$ cat src/rtl/llsc_pkg.sv
package llsc_pkg;
  typedef enum logic [1:0] {
    OP_LOAD  = 2'b00,
    OP_STORE = 2'b01,
    OP_LINK  = 2'b10,
    OP_COND  = 2'b11
  } opKind_e;

  typedef struct packed {
    logic memWrite;
    logic statusRsp;
    logic statusBit;
  } dpStrobe_t;
endpackage

$ cat src/rtl/llsc_ctrl.sv
module llsc_ctrl
  import llsc_pkg::*;
#(
  parameter int NUM_REQ = 4,
  parameter int ADDR_W  = 6,
  parameter int DATA_W  = 32
) (
  input  logic                       clk,
  input  logic                       rst,
  input  logic [NUM_REQ-1:0]         reqValid,
  input  logic [2*NUM_REQ-1:0]       reqOp,
  input  logic [ADDR_W*NUM_REQ-1:0]  reqAddr,
  input  logic [DATA_W*NUM_REQ-1:0]  reqData,
  output logic [NUM_REQ-1:0]         reqGrant,
  output logic [ADDR_W-1:0]          selAddr,
  output logic [DATA_W-1:0]          selData,
  output dpStrobe_t                  strobe
);
  localparam int IDX_W = (NUM_REQ > 1) ? $clog2(NUM_REQ) : 1;

  logic [IDX_W-1:0]  selIdx;
  logic              anyReq;
  opKind_e           selOp;
  logic              linkHit;
  logic [NUM_REQ-1:0] resValid;
  logic [ADDR_W-1:0] resAddr [NUM_REQ];

  // fixed priority: lowest index wins
  always_comb begin
    reqGrant = '0;
    selIdx   = '0;
    for (int i = NUM_REQ - 1; i >= 0; i--) begin
      if (reqValid[i]) begin
        reqGrant = '0;
        reqGrant[i] = 1'b1;
        selIdx = IDX_W'(i);
      end
    end
  end

  assign anyReq  = |reqValid;
  assign selOp   = opKind_e'(reqOp[selIdx*2 +: 2]);
  assign selAddr = reqAddr[selIdx*ADDR_W +: ADDR_W];
  assign selData = reqData[selIdx*DATA_W +: DATA_W];
  assign linkHit = resValid[selIdx] && (resAddr[selIdx] == selAddr);

  always_comb begin
    strobe.memWrite  = anyReq && ((selOp == OP_STORE) || (selOp == OP_COND && linkHit));
    strobe.statusRsp = anyReq && (selOp == OP_COND);
    strobe.statusBit = linkHit;
  end

  for (genvar i = 0; i < NUM_REQ; i++) begin : g_res
    always_ff @(posedge clk) begin
      if (rst) begin
        resValid[i] <= 1'b0;
        resAddr[i]  <= '0;
      end else if (reqGrant[i] && selOp == OP_LINK) begin
        resValid[i] <= 1'b1;
        resAddr[i]  <= selAddr;
      end else if (strobe.memWrite && resAddr[i] == selAddr) begin
        resValid[i] <= 1'b0;
      end
    end
  end
endmodule

$ cat src/rtl/llsc_datapath.sv
module llsc_datapath
  import llsc_pkg::*;
#(
  parameter int NUM_REQ = 4,
  parameter int ADDR_W  = 6,
  parameter int DATA_W  = 32
) (
  input  logic               clk,
  input  logic               rst,
  input  logic [NUM_REQ-1:0] reqGrant,
  input  logic [ADDR_W-1:0]  selAddr,
  input  logic [DATA_W-1:0]  selData,
  input  dpStrobe_t          strobe,
  output logic [NUM_REQ-1:0] rspValid,
  output logic [DATA_W-1:0]  rspData
);
  localparam int DEPTH = 1 << ADDR_W;

  logic [DATA_W-1:0] memArr [DEPTH];

  always_ff @(posedge clk) begin
    if (strobe.memWrite) memArr[selAddr] <= selData;
  end

  always_ff @(posedge clk) begin
    if (rst) begin
      rspValid <= '0;
      rspData  <= '0;
    end else begin
      rspValid <= reqGrant;
      if (|reqGrant) begin
        if (strobe.statusRsp)     rspData <= DATA_W'(strobe.statusBit);
        else if (strobe.memWrite) rspData <= '0;
        else                      rspData <= memArr[selAddr];
      end
    end
  end
endmodule

$ cat src/rtl/llsc_monitor.sv
module llsc_monitor
  import llsc_pkg::*;
#(
  parameter int NUM_REQ   = 4,
  parameter int MEM_DEPTH = 64,
  parameter int DATA_W    = 32,
  localparam int ADDR_W   = $clog2(MEM_DEPTH)
) (
  input  logic                       clk,
  input  logic                       rst,
  input  logic [NUM_REQ-1:0]         reqValid,
  input  logic [2*NUM_REQ-1:0]       reqOp,
  input  logic [ADDR_W*NUM_REQ-1:0]  reqAddr,
  input  logic [DATA_W*NUM_REQ-1:0]  reqData,
  output logic [NUM_REQ-1:0]         reqGrant,
  output logic [NUM_REQ-1:0]         rspValid,
  output logic [DATA_W-1:0]          rspData
);
  logic [ADDR_W-1:0] selAddr;
  logic [DATA_W-1:0] selData;
  dpStrobe_t         strobe;

  llsc_ctrl #(.NUM_REQ(NUM_REQ), .ADDR_W(ADDR_W), .DATA_W(DATA_W)) u_ctrl (
    .clk(clk), .rst(rst), .reqValid(reqValid), .reqOp(reqOp),
    .reqAddr(reqAddr), .reqData(reqData), .reqGrant(reqGrant),
    .selAddr(selAddr), .selData(selData), .strobe(strobe)
  );

  llsc_datapath #(.NUM_REQ(NUM_REQ), .ADDR_W(ADDR_W), .DATA_W(DATA_W)) u_dp (
    .clk(clk), .rst(rst), .reqGrant(reqGrant), .selAddr(selAddr),
    .selData(selData), .strobe(strobe), .rspValid(rspValid), .rspData(rspData)
  );
endmodule

$ cat config.mk
export PLATFORM = sky130hd
export DESIGN_NAME = llsc_monitor
export DESIGN_NICKNAME = d
export VERILOG_FILES = /design/src/rtl/llsc_pkg.sv /design/src/rtl/llsc_ctrl.sv /design/src/rtl/llsc_datapath.sv /design/src/rtl/llsc_monitor.sv
export SDC_FILE = /design/constraint.sdc
export NUM_CORES = 2
export LEC_CHECK = 0
export BUFFER_PORTS_ARGS = -buffer_cell sky130_fd_sc_hd__clkbuf_2
export CAP_MARGIN = 15
export CORE_MARGIN = 2
export CORE_UTILIZATION = 40
export CTS_BUF_LIST = sky130_fd_sc_hd__clkbuf_16
export CTS_CLUSTER_DIAMETER = 120
export CTS_CLUSTER_SIZE = 20
export DETAILED_ROUTE_END_ITERATION = 8
export GPL_ROUTABILITY_DRIVEN = 0
export PLACE_DENSITY = 0.64
export SETUP_SLACK_MARGIN = 0.2
export SYNTH_ARGS = -nofsm -noshare
export SYNTH_HDL_FRONTEND = slang
export SYNTH_SLANG_ARGS = --single-unit
$ cat constraint.sdc
create_clock -name clk -period 9.4 [get_ports clk]
set_clock_uncertainty 0.05 [all_clocks]
set_input_delay 0.94 -clock clk [delete_from_list [all_inputs] [get_ports clk]]
set_output_delay 0.94 -clock clk [all_outputs]
set_load 0.05 [all_outputs]
* Word-level counts from Yosys, hierarchy flattened
Memories as Yosys holds them, arrays and structs flattened.
Index checks and enable logic that the tools add are counted.
** Word-level totals
- Output and inout port bits :: 40
- RAM bits :: 2072
- Input bits :: 166
- Memories kept :: 2
- Word-level logic and storage cells :: 84
- Register bits :: 40
** Memory list
- u_dp.memArr :: depth 64, width 32, rd ports 1, clocked after Yosys merged registers in 0, write ports 1, RTL line llsc_datapath.sv:19 : logic [DATA_W-1:0] memArr [DEPTH];
- u_ctrl.resAddr :: depth 4, width 6, rd ports 5, clocked after Yosys merged registers in 0, write ports 4, RTL line llsc_ctrl.sv:26 : logic [ADDR_W-1:0] resAddr [NUM_REQ];
** Cells by class
- Shift-type cells :: 3
- Muxes and demuxes :: 40
- $lt $le $gt $ge :: 1
- Reduce and logical (&&, ||, !) cells :: 19
- $mul :: 1
- Equal/unequal tests :: 8
- Bitwise logic cells :: 4
** Operators by type and width (count)
- 128-bit by 8-bit variable part select with 32-bit output :: 1
- 32-bit two-way mux :: 2
- 6-bit equality test :: 5
- 1-bit two-way mux :: 25
- 6-bit two-way mux :: 4
- 24-bit by 6-bit variable part select with 6-bit output :: 1
- 4-bit two-way mux :: 4
- 1-bit logical AND :: 12
- 2-bit two-way mux :: 4
- 2-bit nonzero test :: 4
- 4-bit OR reduction :: 2
- 8-bit by 4-bit variable part select with 2-bit output :: 1
- 2-bit equality test, second input constant :: 2
- 2-bit by 2-bit multiplier with 4-bit output, second input constant :: 1
- 1-bit OR :: 4
- 2-bit by 3-bit < comparator with 1-bit output, second input constant :: 1
- 1-bit binary-select mux with 2-bit select :: 1
- 2-bit by 1-bit equality test with 1-bit output, second input constant :: 1
- 1-bit logical OR :: 1

* Depth between registers and ports, before layout
- Depth in word-level cells :: 14
- Depth in mapped cells :: 15
- Mapped depth without buffers :: 10

* Hierarchy
Synthesis repeated with hierarchy kept, for this count alone.
** Unflattened totals
- Cell total of the unflattened synthesis :: 4333
- Area total of the unflattened synthesis :: 82678.0 um2
** By module, submodules not included
- llsc_datapath :: sequential area each 62219.7 um2, times used 1, cells each 3974, area each 79206.0 um2
- llsc_ctrl :: sequential area each 800.8 um2, times used 1, cells each 359, area each 3472.1 um2

* Worst setup path before layout
Ideal clock, no wire load.
- Path kind :: input to register
- Start point :: input port reqValid[1]
- End point :: memory u_dp.memArr[16][0], enable pin
- Data arrival time :: 5477 ps
- Stages :: 14
- Buffers on the path :: 6
- Setup slack :: 3412 ps
- Setup time :: 461 ps
- Data required time :: 8889 ps
- Cells stage by stage :: buf_2 > or2_1 > buf_2 > nor2_1 > buf_4 > buf_2 > mux4_2 > xnor2_1 > nor2_1 > a31oi_1 > or2_1 > buf_2 > buf_2 > nor3_1
** Between the ends
- Cells in the longest elaborated chain, start to end :: 11
- Elaborated cells on any way between the ends :: 18
- Classes of those cells :: mul: 1; eq/ne: 3; shift: 2; mux: 6; reduce/logical: 5; memory: 1
** RTL lines
- start, declared :: RTL line llsc_monitor.sv:11 : input logic [NUM_REQ-1:0] reqValid,
- 2-bit two-way mux (2 in a row) :: RTL line llsc_ctrl.sv:33 : if (reqValid[i]) begin
- 2-bit by 2-bit multiplier with 4-bit output :: RTL line llsc_ctrl.sv:43 : assign selAddr = reqAddr[selIdx*ADDR_W +: ADDR_W];
- 24-bit by 6-bit variable part select with 6-bit output :: RTL line llsc_ctrl.sv:43
- 6-bit equality test :: RTL line llsc_ctrl.sv:45 : assign linkHit = resValid[selIdx] && (resAddr[selIdx] == selAddr);
- 1-bit logical AND :: RTL line llsc_ctrl.sv:45
- 1-bit logical AND :: RTL line llsc_ctrl.sv:48 : strobe.memWrite = anyReq && ((selOp == OP_STORE) || (selOp == OP_COND && linkHit));
- 1-bit logical OR :: RTL line llsc_ctrl.sv:48
- 1-bit logical AND :: RTL line llsc_ctrl.sv:48
- 1-bit two-way mux :: RTL line llsc_datapath.sv:22 : if (strobe.memWrite) memArr[selAddr] <= selData;
- 1-bit two-way mux (implied by the code) :: RTL line llsc_datapath.sv:22
- end, declared :: RTL line llsc_datapath.sv:19
Several ways; a longest one is shown, not always the timed one. The select of a mux whose other input is x is not followed.

* Final worst setup path
- Start point :: input port reqValid[3]
- End point :: memory u_dp.memArr[4][31], enable pin
** Between the ends
- Cells in the longest elaborated chain, start to end :: 13
- Elaborated cells on any way between the ends :: 20
- Classes of those cells :: mul: 1; eq/ne: 3; shift: 2; mux: 8; reduce/logical: 5; memory: 1
** RTL lines (RTL line)
- 2-bit two-way mux (4 in a row) :: llsc_ctrl.sv:33
- 2-bit by 2-bit multiplier with 4-bit output :: llsc_ctrl.sv:43
- 24-bit by 6-bit variable part select with 6-bit output :: llsc_ctrl.sv:43
- 6-bit equality test :: llsc_ctrl.sv:45
- 1-bit logical AND :: llsc_ctrl.sv:45
- 1-bit logical AND :: llsc_ctrl.sv:48
- 1-bit logical OR :: llsc_ctrl.sv:48
- 1-bit logical AND :: llsc_ctrl.sv:48
- 1-bit two-way mux :: llsc_datapath.sv:22
- 1-bit two-way mux (implied by the code) :: llsc_datapath.sv:22
Several ways; a longest one is shown, not always the timed one. The select of a mux whose other input is x is not followed.

==> results.md <==
* Finish-stage setup viols at 0
* Final antenna-violating net count at 0
* Leakage at approximately 29 nW
* Detail Placement HPWL at 176,000 um
* Number of global-route vias before repair at approximately 51,000
* CTS resizes at 0
* Post-CTS setup buffer count at 0
* Sw power at a little over 0.005 W
* NumNets Final at approximately 5,700
* Clock power share at 0.284
* Clk sinks at roughly 2,100
* # fillers at 17,986
* Synth warn at 0
* Die ar. at 0.213 mm^2
* Worst-margin pin slew at 1210 ps
* Synthesized area at approximately 0.084 mm^2
* Post-Synth XOR/XNOR Area at 0.00314
* Max-Cap Viols at 0
* Root Buffer Master: clkbuf_16
* Simple-gate portion of the synthesized area at 0.0668
* Final core occ at 0.444
* Slew Limit Fails at 0
* R2r startpoint: u_ctrl.resAddr[3][3]
* Final min period at ~5900 ps
* Worst skew pair latency at roughly 810 ps
* CTS tree: yes
* Final WL at 304,000 um
* Unrepaired setup endpoints after global routing: no
* Crit path launch: reqValid[3]
* Row count at between 150 and 200
* Post-Synth Adder-Cell Area at 0
* Number of synthesized flops with an enable pin at a little over 2,000
* Die W at 461 um
* Crit Path Class: input port to register
* Final hold viol count at 0
* GRT Residual Overflow at 0
* Core ar. at 0.207 mm^2
* Drt pass-1 iters at 6
* H-tree depth at 3
* Post-Syn Nets at 5,502
* Clock transition at path regs at 90 ps
* 1st-iter DRT viols at about 11,000
* Hold-fix buffers at CTS at 0
* Flops & latches, synth at 2,112
* Hold Crit Start: u_dp.rspData[22]
* Post-synth ARST share at 0
* IO Pins at around 210
* Setup TNS Final at 0 ps
* Critical Path Start Type: input port
* Vias/cell at 6.60
* Power, Total at about 0.018 W
* Ys flop type: edfxtp_1
* Total CTS buffers at between 100 and 150
* Fmax at ~170 MHz
* WP data required at around 9800 ps
* Multiplexer share of the synthesized area at 0.0459
* Via count at between 50,000 and 60,000
* Critical path arrival at approximately 6300 ps
* Avg WL per Cell at between 30 and 40 um
* Mean Syn Cell Area at roughly 16 um^2
* Largest net degree at the start of global routing at around 120
* Status: complete, no violations
* Tot GR Track Use at 0.279
* Slew headroom at 0.172
* Cells after Synth at approximately 5,300
* Worst IR Drop VDD at about 180 uV
* Reg power frac at 0.578
* Synth cell types at 86
* Synth Area in Compound Gates at 0.105
* Max clock buf depth at 3
* Final Cycle Share at 0.629
* Largest family of logic cells by synthesized area: compound AO/OA/AOI/OAI gates
* First-pass GRT wire length at slightly above 400,000 um
* Critical Path Fanout Max at 25
* Area grow syn2layout at 10.1%
* Share of cells above drive strength 1 at 0.164
* # DRC at 0
* Initial Util at 0.403
* Share of total power in combinational logic at 0.138
* Initial antenna violation count at 9
* P_int at 0.0134 W
* CP endpoint kind: register
* Net Sw Frac at 0.272
* Pwr dens at approximately 200 mW/mm^2
* Sequential fraction of the synthesis area at 0.754
* Port Buffers at around 200
* HP Class: register to register
* Die Height at roughly 460 um
[metal layers]
metal | part of all wire | global-route usage | up-vias
li1 | - | - | 21525
met5 | 0.00022 | 0 | -
met3 | 0.14 | 0.0623 | 776
met4 | 0.075 | 0.178 | 8
met2 | 0.44 | 0.413 | 4786
met1 | 0.35 | 0.371 | 28060
[critical path: stages]
cell and delay [ps]:
clkbuf_2 180, nor2b_1 370, o21a_1 780, mux4_2 950, xnor2_1 280, nor2_1 170
a31oi_1 180, or2_4 480, buf_4 360, nor3_2 860, buf_4 610
[synth_stat cells (9+ instances only)]
cell type,n,area (um^2)
o2111ai_1,12,105
nor2_1,141,529
nand4_1,12,75.1
o31ai_1,30,225
a21oi_1,111,556
nor3_1,100,500
or3_1,10,62.6
o21ai_0,219,1100
nand2_1,598,2240
nand3_1,149,746
edfxtp_1,2072,62200
clkbuf_1,159,597
inv_1,22,82.6
buf_2,167,836
xnor2_1,30,263
a31oi_1,113,707
a221oi_1,21,184
buf_4,38,285
a22oi_1,21,158
o211ai_1,24,180
a21o_1,9,67.6
and3_1,162,1010
o221ai_1,105,920
mux2i_1,94,941
mux4_2,66,1490
a211oi_1,167,1250
a2111oi_0,12,105
a311oi_1,36,315
mux2_2,125,1410
buf_1,30,113
o22ai_1,180,1130
nor4_1,15,93.8
a32oi_1,40,350
buf_6,13,146
o21a_1,9,67.6
a32o_1,13,130
a2bb2oi_1,9,78.8
o22a_1,36,315
dfxtp_1,40,801
a31o_2,9,78.8
[worst paths after layout]
check	endpoint	slack (ps)	cells after the start
worst min register to register	u_dp.rspData[22]	440	2
worst max-delay path	u_dp.memArr[4][31]	3490	11
worst max register to register	u_dp.memArr[4][31]	5100	8
worst min-delay path	u_dp.rspData[22]	440	2
[cell type report]
class / instances / area, um^2 / area share
sequential: 2112 / 63000 / 0.685
timing repair buffer: 459 / 3120 / 0.0339
tap: 2788 / 3490 / 0.0379
clock buffer: 116 / 2900 / 0.0315
antenna: 6 / 15.0 / 0.000163
multi-input combinational: 2791 / 19100 / 0.208
inverter: 24 / 90.1 / 0.000979
clock inverter: 55 / 293 / 0.00318
[kinds of logic after synthesis]
logic type | Yosys count
buffers and inverters | 433
xor gates and xnor gates | 30
and+or+nand+nor | 1223
DFF | 2112
muxes | 285
AOI/OAI and AO/OA | 1253
[flip-flops by register name, summed over array words and instances, names as in the netlist]
register,count
u_dp.rspData,32
u_dp.memArr,2048
u_ctrl.resValid,4
u_ctrl.resAddr,24
u_dp.rspValid,4
[layout by cell type, fill, tap and decap left out, types with 13 or more instances in the layout]
cell / Yosys / routed
o211ai_1: 24 / 24
xnor2_1: 30 / 30
nand2_1: 598 / 590
nor2_1: 141 / 136
a311oi_1: 36 / 36
nor3_1: 100 / 31
buf_4: 38 / 237
mux2_2: 125 / 125
a22oi_1: 21 / 20
o22a_1: 36 / 36
inv_1: 22 / 70
mux4_2: 66 / 60
a32o_1: 13 / 13
dfxtp_1: 40 / 40
a221oi_1: 21 / 21
a31oi_1: 113 / 113
nor3_2: 3 / 69
o22ai_1: 180 / 177
and3_1: 162 / 162
a21oi_1: 111 / 110
nand3_1: 149 / 143
o31ai_1: 30 / 30
clkbuf_2: 0 / 205
mux2i_1: 94 / 94
clkbuf_16: 0 / 116
nor4_1: 15 / 13
buf_12: 1 / 15
o21ai_0: 219 / 219
o221ai_1: 105 / 105
a32oi_1: 40 / 40
edfxtp_1: 2072 / 2072
a211oi_1: 167 / 164
[power by group through the flow]
stage          registers (W)  logic (W)  clock network, W
2_1_floorplan         0.0109    0.00123                 0
3_3_place_gp          0.0109    0.00243                 0
3_5_place_dp          0.0109    0.00246                 0
4_1_cts               0.0107    0.00246           0.00523
5_1_grt               0.0107    0.00258           0.00554
6_report              0.0107    0.00255           0.00523
[through the flow]
stage	worst slack (ps)	cells	instance area, um^2	hold slack (ps)
6_report	3490	8351	92100	436
5_1_grt	3200	8345	92000	451
4_1_cts	3480	8342	92000	430
3_5_place_dp	2690	8171	88800	414
3_3_place_gp	2690	8170	88800	394
2_1_floorplan	3410	5336	83600	396
Note: power is estimated with default switching activity, not from simulation.
